File: src/rtl/alu_pkg.sv
package alu_pkg;
    localparam int DATA_W = 8;

    typedef struct packed {
        logic inv_x;
        logic op_nand;
        logic op_block;
        logic shift_en;
        logic carry_force;
    } ctrl_t;
endpackage

File: src/rtl/alu_slice.sv
module alu_slice
    import alu_pkg::*;
(
    input  ctrl_t ctl,
    input  logic  a_bit,
    input  logic  x_bit,
    input  logic  up_bit,
    input  logic  line_in,
    output logic  res_bit,
    output logic  line_out
);
    logic xe, t1, t2, opv, gen;

    always_comb begin
        xe       = x_bit ^ ctl.inv_x;
        t1       = ctl.op_nand ? ~(a_bit & xe) : 1'b1;
        t2       = ctl.op_block ? 1'b1 : (a_bit | xe);
        opv      = ~(t1 & t2);
        res_bit  = (opv ^ line_in) | (ctl.shift_en & up_bit);
        // line_in carries the inverted true carry when rippling
        gen      = (a_bit & xe) | (~line_in & (a_bit | xe));
        if (ctl.op_block)
            line_out = 1'b0;
        else if (ctl.carry_force)
            line_out = 1'b1;
        else
            line_out = ~gen;
    end
endmodule

File: src/rtl/alu_flags.sv
module alu_flags #(
    parameter int WIDTH = 8
) (
    input  logic [WIDTH-1:0] value,
    output logic             parity,
    output logic             zero
);
    always_comb begin
        parity = ~(^value);
        zero   = ~(|value);
    end
endmodule

File: src/rtl/alu_core.sv
module alu_core
    import alu_pkg::*;
#(
    parameter int WIDTH = DATA_W
) (
    input  logic             clk,
    input  logic             rst_n,
    input  logic [WIDTH-1:0] a,
    input  logic [WIDTH-1:0] x,
    input  logic             cin,
    input  logic             shift_in,
    input  logic             inv_x,
    input  logic             op_nand,
    input  logic             op_block,
    input  logic             shift_en,
    input  logic             carry_force,
    output logic [WIDTH-1:0] result,
    output logic             carry_out,
    output logic             parity,
    output logic             zero
);
    localparam int MSB = WIDTH - 1;

    typedef struct packed {
        logic [WIDTH-1:0] res;
        logic             cout;
        logic             par;
        logic             zro;
    } out_t;

    ctrl_t            ctl;
    logic [WIDTH:0]   chain;
    logic [WIDTH-1:0] a_up;
    logic [WIDTH-1:0] res_w;
    logic             par_w, zro_w;
    out_t             out_d, out_q;

    assign ctl      = '{inv_x: inv_x, op_nand: op_nand, op_block: op_block,
                        shift_en: shift_en, carry_force: carry_force};
    assign a_up     = {shift_in, a[MSB:1]};
    // Bit 0 sees the same forcing rule as any slice, fed by the external carry
    assign chain[0] = op_block ? 1'b0 : (carry_force ? 1'b1 : ~cin);

    for (genvar i = 0; i < WIDTH; i++) begin : g_slice
        alu_slice u_slice (
            .ctl     (ctl),
            .a_bit   (a[i]),
            .x_bit   (x[i]),
            .up_bit  (a_up[i]),
            .line_in (chain[i]),
            .res_bit (res_w[i]),
            .line_out(chain[i+1])
        );
    end

    alu_flags #(.WIDTH(WIDTH)) u_flags (
        .value (res_w),
        .parity(par_w),
        .zero  (zro_w)
    );

    always_comb begin
        out_d.res  = res_w;
        out_d.cout = ~(op_block | carry_force) & ~chain[WIDTH];
        out_d.par  = par_w;
        out_d.zro  = zro_w;
    end

    always_ff @(posedge clk or negedge rst_n) begin
        if (!rst_n)
            out_q <= '{res: '0, cout: 1'b0, par: 1'b1, zro: 1'b1};
        else
            out_q <= out_d;
    end

    assign result    = out_q.res;
    assign carry_out = out_q.cout;
    assign parity    = out_q.par;
    assign zero      = out_q.zro;
endmodule

File: config.mk
export PLATFORM = sky130hd
export DESIGN_NAME = alu_core
export DESIGN_NICKNAME = d
export VERILOG_FILES = /design/src/rtl/alu_pkg.sv /design/src/rtl/alu_slice.sv /design/src/rtl/alu_flags.sv /design/src/rtl/alu_core.sv
export SDC_FILE = /design/constraint.sdc
export NUM_CORES = 1
export LEC_CHECK = 0
export BUFFER_PORTS_ARGS = -buffer_cell sky130_fd_sc_hd__buf_4
export CAP_MARGIN = 20
export CORE_ASPECT_RATIO = 1.2
export CORE_MARGIN = 4
export CORE_UTILIZATION = 53
export DETAILED_ROUTE_END_ITERATION = 6
export PLACE_DENSITY = 0.88
export SETUP_SLACK_MARGIN = 0.1
export SLEW_MARGIN = 40
export SYNTH_ARGS = -nofsm -noshare
export SYNTH_HDL_FRONTEND = slang
export SYNTH_SLANG_ARGS = --single-unit
File: constraint.sdc
create_clock -name clk -period 0.8 [get_ports clk]
set_input_delay 0.04 -clock clk [delete_from_list [all_inputs] [get_ports clk]]
set_output_delay 0.04 -clock clk [all_outputs]
set_load 0.01 [all_outputs]
==> run metrics, run 1 <==
status aborted with a tool error; Exit stage global routing (5_1_grt); stop err [ERROR DPL-0038] Utilization greater than 100%, impossible to legalize; Initial Util 57.74%; Die W 54.46 um; # IOs 36; CTS max path bufs 2; Synthesis Warnings 0; clock root cell clkbuf_4; largest cells by area after synthesis dfrtp_1 (16%), xor2_1 (4.5%), xor2_4 (4.0%); synthesized area 0.001373 mm2; number of buffers added on ports 35; Die Ht 63.75 um; H-tree depth 1; ys flop type dfrtp_1; Synth cell types 52; #FFs+latches synth 11; placed insts 278; syn nets 203; CTS Buf Count 3; asr flop ratio synth 100.0%; Rows 19; Commonest cells post-synth nand2_1 (14), nor2_1 (14), inv_1 (12); Post-Syn Area per Cell 7.888 um2; GP Congestion 0.9354; count of mapped cells out of synthesis 174; Yosys top cell area share 16.41%; Seq/Total Area, Yosys 20.24%; worst_ep grt parity$_DFF_PN1_/D; post-DP HPWL 3558 um; largest net degree at the start of global routing 12; WEP type register input; number of clock sinks 11; number of flops mapped to enable cells by yosys 0; cell taking the most area after synthesis dfrtp_1
## through the flow
stage | hold slack [ns] | TNS (ns) | setup WS [ns] | area [um2]
after floorplan | -0.2556 | -8.457 | -1.498 | 1413
after global placement | -0.1297 | -10.38 | -1.636 | 2039
after detailed placement | -0.1248 | -11.45 | -1.789 | 2039
after CTS | 0.03104 | -8.206 | -1.405 | 2272
## what timing repair did
| item | CTS |
|---|---|
| buffers inserted | 3 |
| gates resized for setup | 34 |
| hold buffers | 1 |
| endpoints found under the setup margin | 22 |
| hold endpoints to repair | 11 |
| pin swaps | 19 |
## cell families after synthesis
group,after synthesis,share of synthesized area [%]
buffers and inverters,25,7.566
AO/OA/AOI/OAI,62,35.19
XOR/XNOR,13,11.03
AND/OR/NAND/NOR,55,19.23
adder cells (fa/ha/maj),6,5.287
multiplexers,2,1.459
flip-flops,11,20.24
==> run 2: changes to the inputs <==
CORE_AREA = 4 4 65 67   (was unset)
CORE_ASPECT_RATIO = unset   (was 1.2)
CORE_MARGIN = unset   (was 4)
CORE_UTILIZATION = unset   (was 53)
DIE_AREA = 0 0 69 71   (was unset)
PLACE_DENSITY = unset   (was 0.88)
PLACE_DENSITY_LB_ADDON = 0.15   (was unset)
SETUP_SLACK_MARGIN = unset   (was 0.1)
==> run 2 against run 1 <==
Against the previous run:
- the flow now finishes, with violations (setup timing)
- synthesized cell count stayed put
- synthesized area did not move
==> run metrics, run 2 <==
IR drop worst, VDD 0.0004637 V; worst-path cell chain buf_12 -> xor2_4 -> a21oi_4 -> a221oi_4 -> o211ai_1 -> o41ai_2 -> buf_4 -> a2111oi_4 -> or2_1 -> ha_4 -> xnor2_2 -> xnor2_1; most common cell after layout, fill and taps aside buf_4; final wirelength 4477 um; CP max FO 6; startpoint class of the critical path input port; CTS tree done; synthesized area 0.001373 mm2 (unchanged); Fin Hold WS 0.07184 ns; HP Class input port to flop; first-pass GRT wire length 7182 um; Int Pwr 2.107 mW; ANT nets after route 0; DR vias 1695; Pre-antenna DRT Iters 4; Psw 1.067 mW; post-DP HPWL 3356 um (-5.7%); largest cells by area after synthesis dfrtp_1 (16%), xor2_1 (4.5%), xor2_4 (4.0%); cell taking the most area after synthesis dfrtp_1; failing checks setup timing; CTS Buf Count 3 (unchanged); max-slew violations 0; combinational share of power 61.0%; Fmax 446.4 MHz; #FFs+latches synth 11 (unchanged); Die Ht 71 um (+11%); Tmin final 2.240 ns; Die ar. 0.004899 mm2; Core Area 0.003633 mm2; setup tns final -9.517 ns; status finished, violations left; # DRC 0; Max Cap Violations 0; clock root cell clkbuf_8; final cycle utilization of the critical path 280.0%; Seq/Total Area, Yosys 20.24% (unchanged); # IOs 36 (unchanged); number of buffers added on ports 35 (unchanged); Clock transition at path regs 0.05 ns; number of clock sinks 11 (unchanged); Synth cell types 52 (unchanged); required time worst endpoint 0.97 ns; Crit. End Element flop; CP Class input port to flop; switching share of power 33.61%; final setup violation count 13; NumNets Final 299; ys flop type dfrtp_1; slack of the critical path -1.440 ns; CP max stage cell xor2_4; RSZ-0062 raised after global routing yes; max reg flops 8; Slew HR 70.45%; asr flop ratio synth 100.0% (unchanged); CTS max path bufs 2 (unchanged); Flop pwr share 22.0%; number of flops mapped to enable cells by yosys 0 (unchanged); Area Overhead vs Synth 80.49%; antenna violations before repair 0; Initial Util 37.78% (-20 points); Synthesis Warnings 0 (unchanged); Post-Syn Area per Cell 7.888 um2 (unchanged); syn nets 203 (unchanged); Yosys top cell area share 16.41% (unchanged); PwrDens 1281 mW/mm2; share of layout cells above drive strength 1 52.04%; worst path arrival time 2.41 ns; DR WL/cell 14.12 um; Crit path largest cell delay 0.32 ns; Die W 69 um (+27%); antenna diode count 0; vias in the first global route 1713; H-tree depth 1 (unchanged); commonest non-fill, non-tap cells in the layout buf_4 (84), buf_6 (15), nor2_1 (13), inv_1 (12), nand2_1 (12); Least-Margin Pin Slew 0.4403 ns; final hold violations 0; GP Congestion 0.9149 (-2.2%); Total GRT Usage 17.58%; Clock Power Share 17.0%; largest net degree at the start of global routing 13; DRT iter0 DRCs 40; count of mapped cells out of synthesis 174 (unchanged); drt via density 5.347; total grt overflow 0; Rows 22 (+3); Commonest cells post-synth nand2_1 (14), nor2_1 (14), inv_1 (12); Pleak 1.151 nW
run 2: cell families (layout without fill, tap and decap cells):
kind of cell | count (synthesis) | after routing | share of synthesized area (%)
AOI/OAI and AO/OA | 62 | 62 | 35.19
xor gates and xnor gates | 13 | 13 | 11.03
adders and majority gates | 6 | 6 | 5.287
buffers and inverters | 25 | 120 | 7.566
DFF | 11 | 11 | 20.24
muxes | 2 | 2 | 1.459
and+or+nand+nor | 55 | 55 | 19.23
run 2: power groups by stage:
stage | registers (mW) | logic (mW) | clock network (mW)
6_report | 0.697 | 1.94 | 0.541
5_1_grt | 0.703 | 2.07 | 0.584
4_1_cts | 0.697 | 1.80 | 0.557
3_5_place_dp | 0.700 | 1.48 | 0
3_3_place_gp | 0.697 | 1.45 | 0
2_1_floorplan | 0.745 | 0.761 | 0
run 2: what timing repair did:
item / CTS / global route
pin swaps: 20 / 15
setup endpoints to repair: 13 / 14
hold buffers: 1 / 0
hold endpoints to repair: 11 / 0
setup buffers: 11 / 3
gates resized for setup: 32 / 17
run 2: critical path: cells and delay by family:
| family | cells | cell delay [ns] |
|---|---|---|
| buf+inv | 2 | 0.29 |
| simple gates | 1 | 0.28 |
| compound gates | 5 | 0.95 |
| xor+xnor | 3 | 0.56 |
| fa+ha+maj | 1 | 0.28 |
run 2: routing by layer:
layer / part of all wire, % / vias up / track usage [%]
met5: 0 / - / 0
met4: 2.9 / 0 / 10.63
met3: 4.9 / 15 / 2.983
met2: 53 / 57 / 32.63
met1: 39 / 789 / 18.44
li1: - / 834 / -
run 2: area by class of cell:
class	instances	area [um2]
Clock buffer	4	45.04
Tap cell	48	60.06
Multi-Input combinational cell	138	1170
Sequential cell	11	277.8
Inverter	12	45.04
Timing Repair Buffer	104	879.6
Fill cell	311	1156
run 2: through the flow:
stage / cell area (um2) / power, mW / instances / util [%] / worst slack [ns]
floorplan: 1413 / 1.506 / 174 / - / -1.498
finish: 2477 / 3.174 / 317 / 68.18 / -1.440
global placement: 2071 / 2.146 / 298 / 56.99 / -1.676
detailed placement: 2071 / 2.180 / 298 / 56.99 / -1.706
CTS: 2375 / 3.054 / 314 / 65.36 / -1.400
global route: 2477 / 3.353 / 317 / 68.18 / -1.501
run 2: path summary, 6_finish.rpt:
kind	slack (ns)	depth (start not counted)	startpoint	endpoint
worst max-delay path	-1.44	12	inv_x	parity$_DFF_PN1_
worst min-delay path	0.07	3	shift_in	result[7]$_DFF_PN0_
max in group asynchronous	0.41	2	rst_n	zero$_DFF_PN1_
min in group asynchronous	0.17	2	rst_n	result[3]$_DFF_PN0_
Note: power is estimated with default switching activity, not from simulation.
==> run 3: changes to the inputs <==
ABC_AREA = 0   (was unset)
SYNTH_HIERARCHICAL = 1   (was unset)
==> run 3 against run 2 <==
Against the previous run:
- the run still ends with setup timing left
- cell count fell by 25%
- first-iteration DRC count fell by 55%
- global-route usage fell by 5.7 points
- via count fell by 38%
- setup slack got worse by 2.3 ns
- sequential power barely moved
- hold slack improved by 0.10 ns
- critical endpoint unchanged
- largest power group unchanged
- highest routed layer unchanged
==> run metrics, run 3 <==
status finished, violations left; failing checks setup timing; CP Class input port to flop; antenna violations before repair 0 (unchanged); GP Congestion 0.7460 (-18%); Max Cap Violations 0 (unchanged); syn nets 139 (-32%); #FFs+latches synth 11 (unchanged); Rows 22 (unchanged); DR WL/cell 12.57 um (-11%); vias in the first global route 1113 (-35%); PwrDens 1370 mW/mm2 (+6.9%); final setup violation count 13 (unchanged); Crit path largest cell delay 0.31 ns (about the same); Core Area 0.003633 mm2 (unchanged); Register Area 277.8 um2 (unchanged); commonest non-fill, non-tap cells in the layout buf_4 (60), inv_1 (17), mux2i_1 (16), buf_6 (13), dfrtp_1 (9); Synthesis Warnings 6 (+6); Die Ht 71 um (unchanged); max reg flops 8 (unchanged); required time worst endpoint 0.96 ns (about the same); count of mapped cells out of synthesis 110 (-37%); ANT nets after route 0 (unchanged); CTS max path bufs 2 (unchanged); asr flop ratio synth 100.0% (unchanged); Initial Util 28.24% (-9.5 points); Least-Margin Pin Slew 0.2071 ns (-0.2332 ns); Pre-antenna DRT Iters 4 (unchanged); NumNets Final 219 (-27%); placed insts 223 (-25%); # IOs 36 (unchanged); max-slew violations 0 (unchanged); number of flops mapped to enable cells by yosys 0 (unchanged); Die W 69 um (unchanged); Layout fillers 352 (+13%); CTS Buf Count 3 (unchanged); CP max FO 3 (-3); final hold violations 0 (unchanged); antenna diode count 0 (unchanged); share of layout cells above drive strength 1 53.97% (+1.9 points); HP Class input port to asynchronous set/reset pin; CTS tree done; Yosys top cell area share 21.95% (+5.5 points); synthesized area 0.001026 mm2 (-25%); clock root cell clkbuf_8; Clock transition at path regs 0.05 ns (about the same); Slew HR 85.80% (+15 points); drt via density 4.451 (-17%); first-pass GRT wire length 4802 um (-33%); WP buf/inv 3 (+1); Fin Hold WS 0.1743 ns (+0.1024 ns); Commonest cells post-synth inv_1 (17), mux2i_1 (16), xnor2_1 (11); worst path arrival time 4.71 ns (+2.30 ns); most common cell after layout, fill and taps aside buf_4; slack of the critical path -3.744 ns (-2.304 ns); H-tree depth 1 (unchanged); RSZ-0062 raised after global routing yes; Total GRT Usage 11.83% (-5.7 points); # DRC 0 (unchanged); Pleak 0.9539 nW (-17%); DR vias 1055 (-38%); Area Overhead vs Synth 80.61% (about the same); Post-Syn Area per Cell 9.327 um2 (+18%); cell taking the most area after synthesis dfrtp_1; post-DP HPWL 2259 um (-33%); Tmin final 4.544 ns (+2.304 ns); largest cells by area after synthesis dfrtp_1 (22%), mux2i_1 (16%), xnor2_1 (9.4%); total power 2.539 mW (-20%); total grt overflow 0 (unchanged); Seq/Total Area, Yosys 27.07% (+6.8 points); setup tns final -24.41 ns (-14.89 ns); Post-Layout Cell Count 237 (-25%); top-count cell post-synth inv_1; CP top delay family adder cells; Crit. End Element flop; IR drop worst, VDD 0.0005442 V (+17%); CP max stage cell maj3_2; Synth cell types 15 (-71%); DP Worst Slack -4.011 ns (-2.305 ns); startpoint class of the critical path input port; number of clock sinks 11 (unchanged); multi-input logic area 784.5 um2 (-33%); Fmax 220.1 MHz (-51%); worst-path cell chain buf_8 -> xnor2_4 -> maj3_2 -> o21ba_4 -> maj3_2 -> o21ba_4 -> maj3_2 -> o21ba_4 -> maj3_2 -> o21ba_4 -> maj3_2 -> o21ba_4 -> maj3_2 -> o21ba_4 -> maj3_2 -> o21ba_4 -> buf_4 -> a21oi_2 -> mux2i_1 -> inv_1 -> ha_4 -> xnor2_2 -> xnor2_1; Die ar. 0.004899 mm2 (unchanged); final cycle utilization of the critical path 568.0% (+290 points); DRT iter0 DRCs 18 (-55%); number of buffers added on ports 35 (unchanged); ys flop type dfrtp_1; final wirelength 2980 um (-33%); largest net degree at the start of global routing 18 (+5)
==> run 3: changes by cell type in the layout (fill, tap and decap cells not counted), sizes merged, moves of 9 or more <==
cell,change
mux2i,+14
xor2,-9
nand2,-14
o21ai,-12
buf,-29
==> run 3: kinds of logic (layout without fill, tap and decap cells) <==
group | after synthesis | in the layout | synth area share [%]
AO/OA/AOI/OAI | 25 | 25 | 18.42
AND/OR/NAND/NOR | 18 | 18 | 9.635
buffers and inverters | 17 | 96 | 6.219
multiplexers | 16 | 16 | 15.61
adder cells (fa/ha/maj) | 12 | 12 | 13.66
XOR/XNOR | 11 | 11 | 9.390
flip-flops | 11 | 11 | 27.07
==> run 3: what timing repair did <==
| item | CTS | global route |
|---|---|---|
| hold endpoints to repair | 11 | 0 |
| setup endpoints to repair | 13 | 17 |
| pin swaps | 0 | 14 |
| resized for setup | 17 | 21 |
| hold buffers | 1 | 0 |
| buffers inserted | 7 | 2 |
==> run 3: final timing paths <==
| kind | from | end | slack [ns] | cells after the start |
|---|---|---|---|---|
| max in group asynchronous | rst_n | parity$_DFF_PN1_ | 0.41 | 2 |
| worst min-delay path | rst_n | result[0]$_DFF_PN0_ | 0.17 | 2 |
| min in group clk | carry_force | carry_out$_DFF_PN0_ | 0.20 | 3 |
| worst max-delay path | inv_x | parity$_DFF_PN1_ | -3.74 | 23 |
==> run 3: layer usage <==
metal,global-route usage [%],wire [um],vias up
li1,-,-,532
met1,13.30,1234,500
met5,0,0,-
met3,4.261,152,3
met2,21.50,1585,20
met4,2.386,8,0
==> run 3: per-stage QoR <==
stage / util (%) / instance area [um2]
final: 51.00 / 1853
after global routing: 51.00 / 1853
after CTS: 48.48 / 1762
after detailed placement: 43.53 / 1582
after global placement: 43.53 / 1582
after floorplan: - / 1033
==> run 3: layout make-up <==
type	count	share of cell area, %
clock buffer	4	2.431
inverter	17	3.444
multi-input combinational	82	42.34
sequential	11	14.99
tap	48	3.241
timing repair buffer	75	33.56
==> run 3: where the power goes <==
| part | total, mW | internal, mW | switching, mW | leakage [nW] |
|---|---|---|---|---|
| Clock | 0.545 | 0.349 | 0.196 | 0.0228 |
| Combinational | 1.30 | 0.797 | 0.501 | 0.807 |
| Sequential | 0.696 | 0.662 | 0.0336 | 0.124 |
==> run 4: changes to the inputs <==
TNS_END_PERCENT = 20   (was unset)
==> run 4 against run 3 <==
Against the previous run:
- the run still ends with setup timing left
- power decreased by 3.1%
- sequential cell count is the same
- hold slack gained 0.0026 ns
- largest power group unchanged
- global-route usage about the same
- clock power shrank 3%
- non-clock buffer count fell by 9
- design area down 4.3%
==> run metrics, run 4 (synthesized netlist as in run 3, its figures left out) <==
max reg flops 8 (unchanged); Pre-antenna DRT Iters 4 (unchanged); switching share of power 28.75% (about the same); slack of the critical path -3.662 ns (+0.08178 ns); IR drop worst, VDD 0.0005312 V (-2.4%); RSZ-0062 raised after global routing yes; Fmax 224.1 MHz (+1.8%); startpoint class of the critical path input port; number of buffers added on ports 35 (unchanged); Total GRT Usage 11.86% (+0.030 points); status finished, violations left; Core Area 0.003633 mm2 (unchanged); Die ar. 0.004899 mm2 (unchanged); commonest non-fill, non-tap cells in the layout buf_4 (56), mux2i_1 (15), inv_1 (15), dfrtp_1 (9); NumNets Final 210 (-4.1%); number of clock sinks 11 (unchanged); final setup violation count 13 (unchanged); first-pass GRT wire length 4726 um (-1.6%); HP Class input port to asynchronous set/reset pin; clock root cell clkbuf_8; # IOs 36 (unchanged); Placed Area 0.001536 mm2 (-2.8%); Die W 69 um (unchanged); CP max FO 3 (unchanged); CTS Buf Count 3 (unchanged); CP Class input port to flop; final wirelength 2802 um (-6.0%); Rows 22 (unchanged); Post-Layout Cell Count 228 (-3.8%); final hold violations 0 (unchanged); PwrDens 1387 mW/mm2 (+1.3%); combinational share of power 50.0% (-1.1 points); Psw 0.7072 mW (-3.2%); Least-Margin Pin Slew 0.3236 ns (+0.1164 ns); # DRC 0 (unchanged); Flop pwr share 28.5% (+1.1 points); Fin Hold WS 0.1769 ns (+0.002622 ns); drt via density 4.417 (-0.78%); Clock Power Share 21.5% (about the same); Crit. End Element flop; final cycle utilization of the critical path 557.8% (-10 points); antenna violations before repair 0 (unchanged); Clock transition at path regs 0.05 ns (about the same); CTS max path bufs 2 (unchanged); Layout fillers 354 (+0.57%); max-slew violations 0 (unchanged); post-DP HPWL 2126 um (-5.9%); Tmin final 4.462 ns (-0.08178 ns); DR WL/cell 12.29 um (-2.3%); placed insts 218 (-2.2%); largest net degree at the start of global routing 18 (unchanged); required time worst endpoint 0.96 ns (about the same); CTS tree done; total grt overflow 0 (unchanged); setup tns final -23.20 ns (+1.206 ns); share of layout cells above drive strength 1 53.33% (-0.63 points); H-tree depth 1 (unchanged); DP Worst Slack -4.058 ns (-0.04654 ns); most common cell after layout, fill and taps aside buf_4; Die Ht 71 um (unchanged); Max Cap Violations 0 (unchanged); worst path arrival time 4.62 ns (-0.09 ns); antenna diode count 0 (unchanged); ANT nets after route 0 (unchanged); Area Overhead vs Synth 72.80%; DR vias 1007 (-4.5%); Int Pwr 1.753 mW (-3.1%); DRT iter0 DRCs 28 (+10); failing checks setup timing; Pleak 0.9015 nW (-5.5%); vias in the first global route 1039 (-6.6%); Initial Util 28.24% (unchanged); Slew HR 77.81% (-8.0 points); design area 0.001773 mm2 (-4.3%); GP Congestion 0.6926 (-7.2%)
==> run 4: changes by cell type in the layout (fill, tap and decap cells not counted) <==
cell,delta
inv_2,+2
o21ba_1,+1
xnor2_2,+1
a21boi_4,+1
inv_1,-2
xnor2_4,-1
mux2i_4,+1
buf_4,-4
a21boi_1,-5
a21boi_0,+4
mux2i_1,-1
o21ba_4,-1
buf_6,-5
==> run 4: critical path, cell delays in order <==
cell      delay (ns)
buf_8           0.10
xnor2_2         0.13
maj3_2          0.30
o21ba_4         0.20
maj3_2          0.31
o21ba_4         0.20
maj3_2          0.29
o21ba_4         0.20
maj3_2          0.30
o21ba_4         0.20
maj3_2          0.30
o21ba_4         0.20
maj3_2          0.30
o21ba_4         0.20
maj3_2          0.30
o21ba_4         0.21
a21boi_4        0.14
mux2i_4         0.15
inv_2           0.06
ha_4            0.27
xnor2_2         0.11
xnor2_1         0.13
==> run 4: stage by stage <==
stage	power (mW)	util, %
final	2.460	48.79
after global routing	2.625	48.79
after CTS	2.445	47.62
after detailed placement	1.720	42.29
after global placement	1.701	42.29
after floorplan	1.214	-
==> run 4: power by group through the flow <==
| stage | sequential (mW) | clock (mW) | combinational [mW] |
|---|---|---|---|
| 6_report | 0.702 | 0.529 | 1.23 |
| 5_1_grt | 0.712 | 0.575 | 1.34 |
| 4_1_cts | 0.698 | 0.561 | 1.19 |
| 3_5_place_dp | 0.697 | 0 | 1.02 |
| 3_3_place_gp | 0.698 | 0 | 1.00 |
| 2_1_floorplan | 0.737 | 0 | 0.477 |
==> run 4: worst paths after layout <==
| path | slack, ns | cells after the start | start | endpoint |
|---|---|---|---|---|
| max in group asynchronous | 0.40 | 2 | rst_n | parity$_DFF_PN1_ |
| min in group clk | 0.19 | 3 | carry_force | carry_out$_DFF_PN0_ |
| min | 0.18 | 2 | rst_n | result[5]$_DFF_PN0_ |
| max | -3.66 | 22 | inv_x | parity$_DFF_PN1_ |
==> run 4: routing by layer <==
| metal | part of all wire [%] | vias to the layer above | global-route usage (%) | wire length, um |
|---|---|---|---|---|
| li1 | - | 511 | - | - |
| met1 | 41 | 474 | 13.47 | 1158 |
| met2 | 53 | 20 | 21.72 | 1497 |
| met3 | 4.2 | 2 | 3.551 | 119 |
| met4 | 0.93 | 0 | 2.820 | 26 |
| met5 | 0 | - | 0 | 0 |
==> run 4: area by class of cell <==
class,count,area [um2],share of cell area [%]
flip-flops and latches,11,277.8,15.67
repair buffers,66,535.5,30.20
clock buffers,4,45.04,2.541
well taps,48,60.06,3.387
inverters,17,63.81,3.599
multi-input cells,82,790.8,44.60
==> run 4: what timing repair did <==
action | 4_1_cts | 5_1_grt
setup endpoints to repair | 15 | 17
resized for setup | 24 | 9
setup buffers | 4 | 1
hold buffers | 1 | 0
pin swaps | 10 | 5
hold endpoints to repair | 11 | 0
gates cloned | 0 | 0
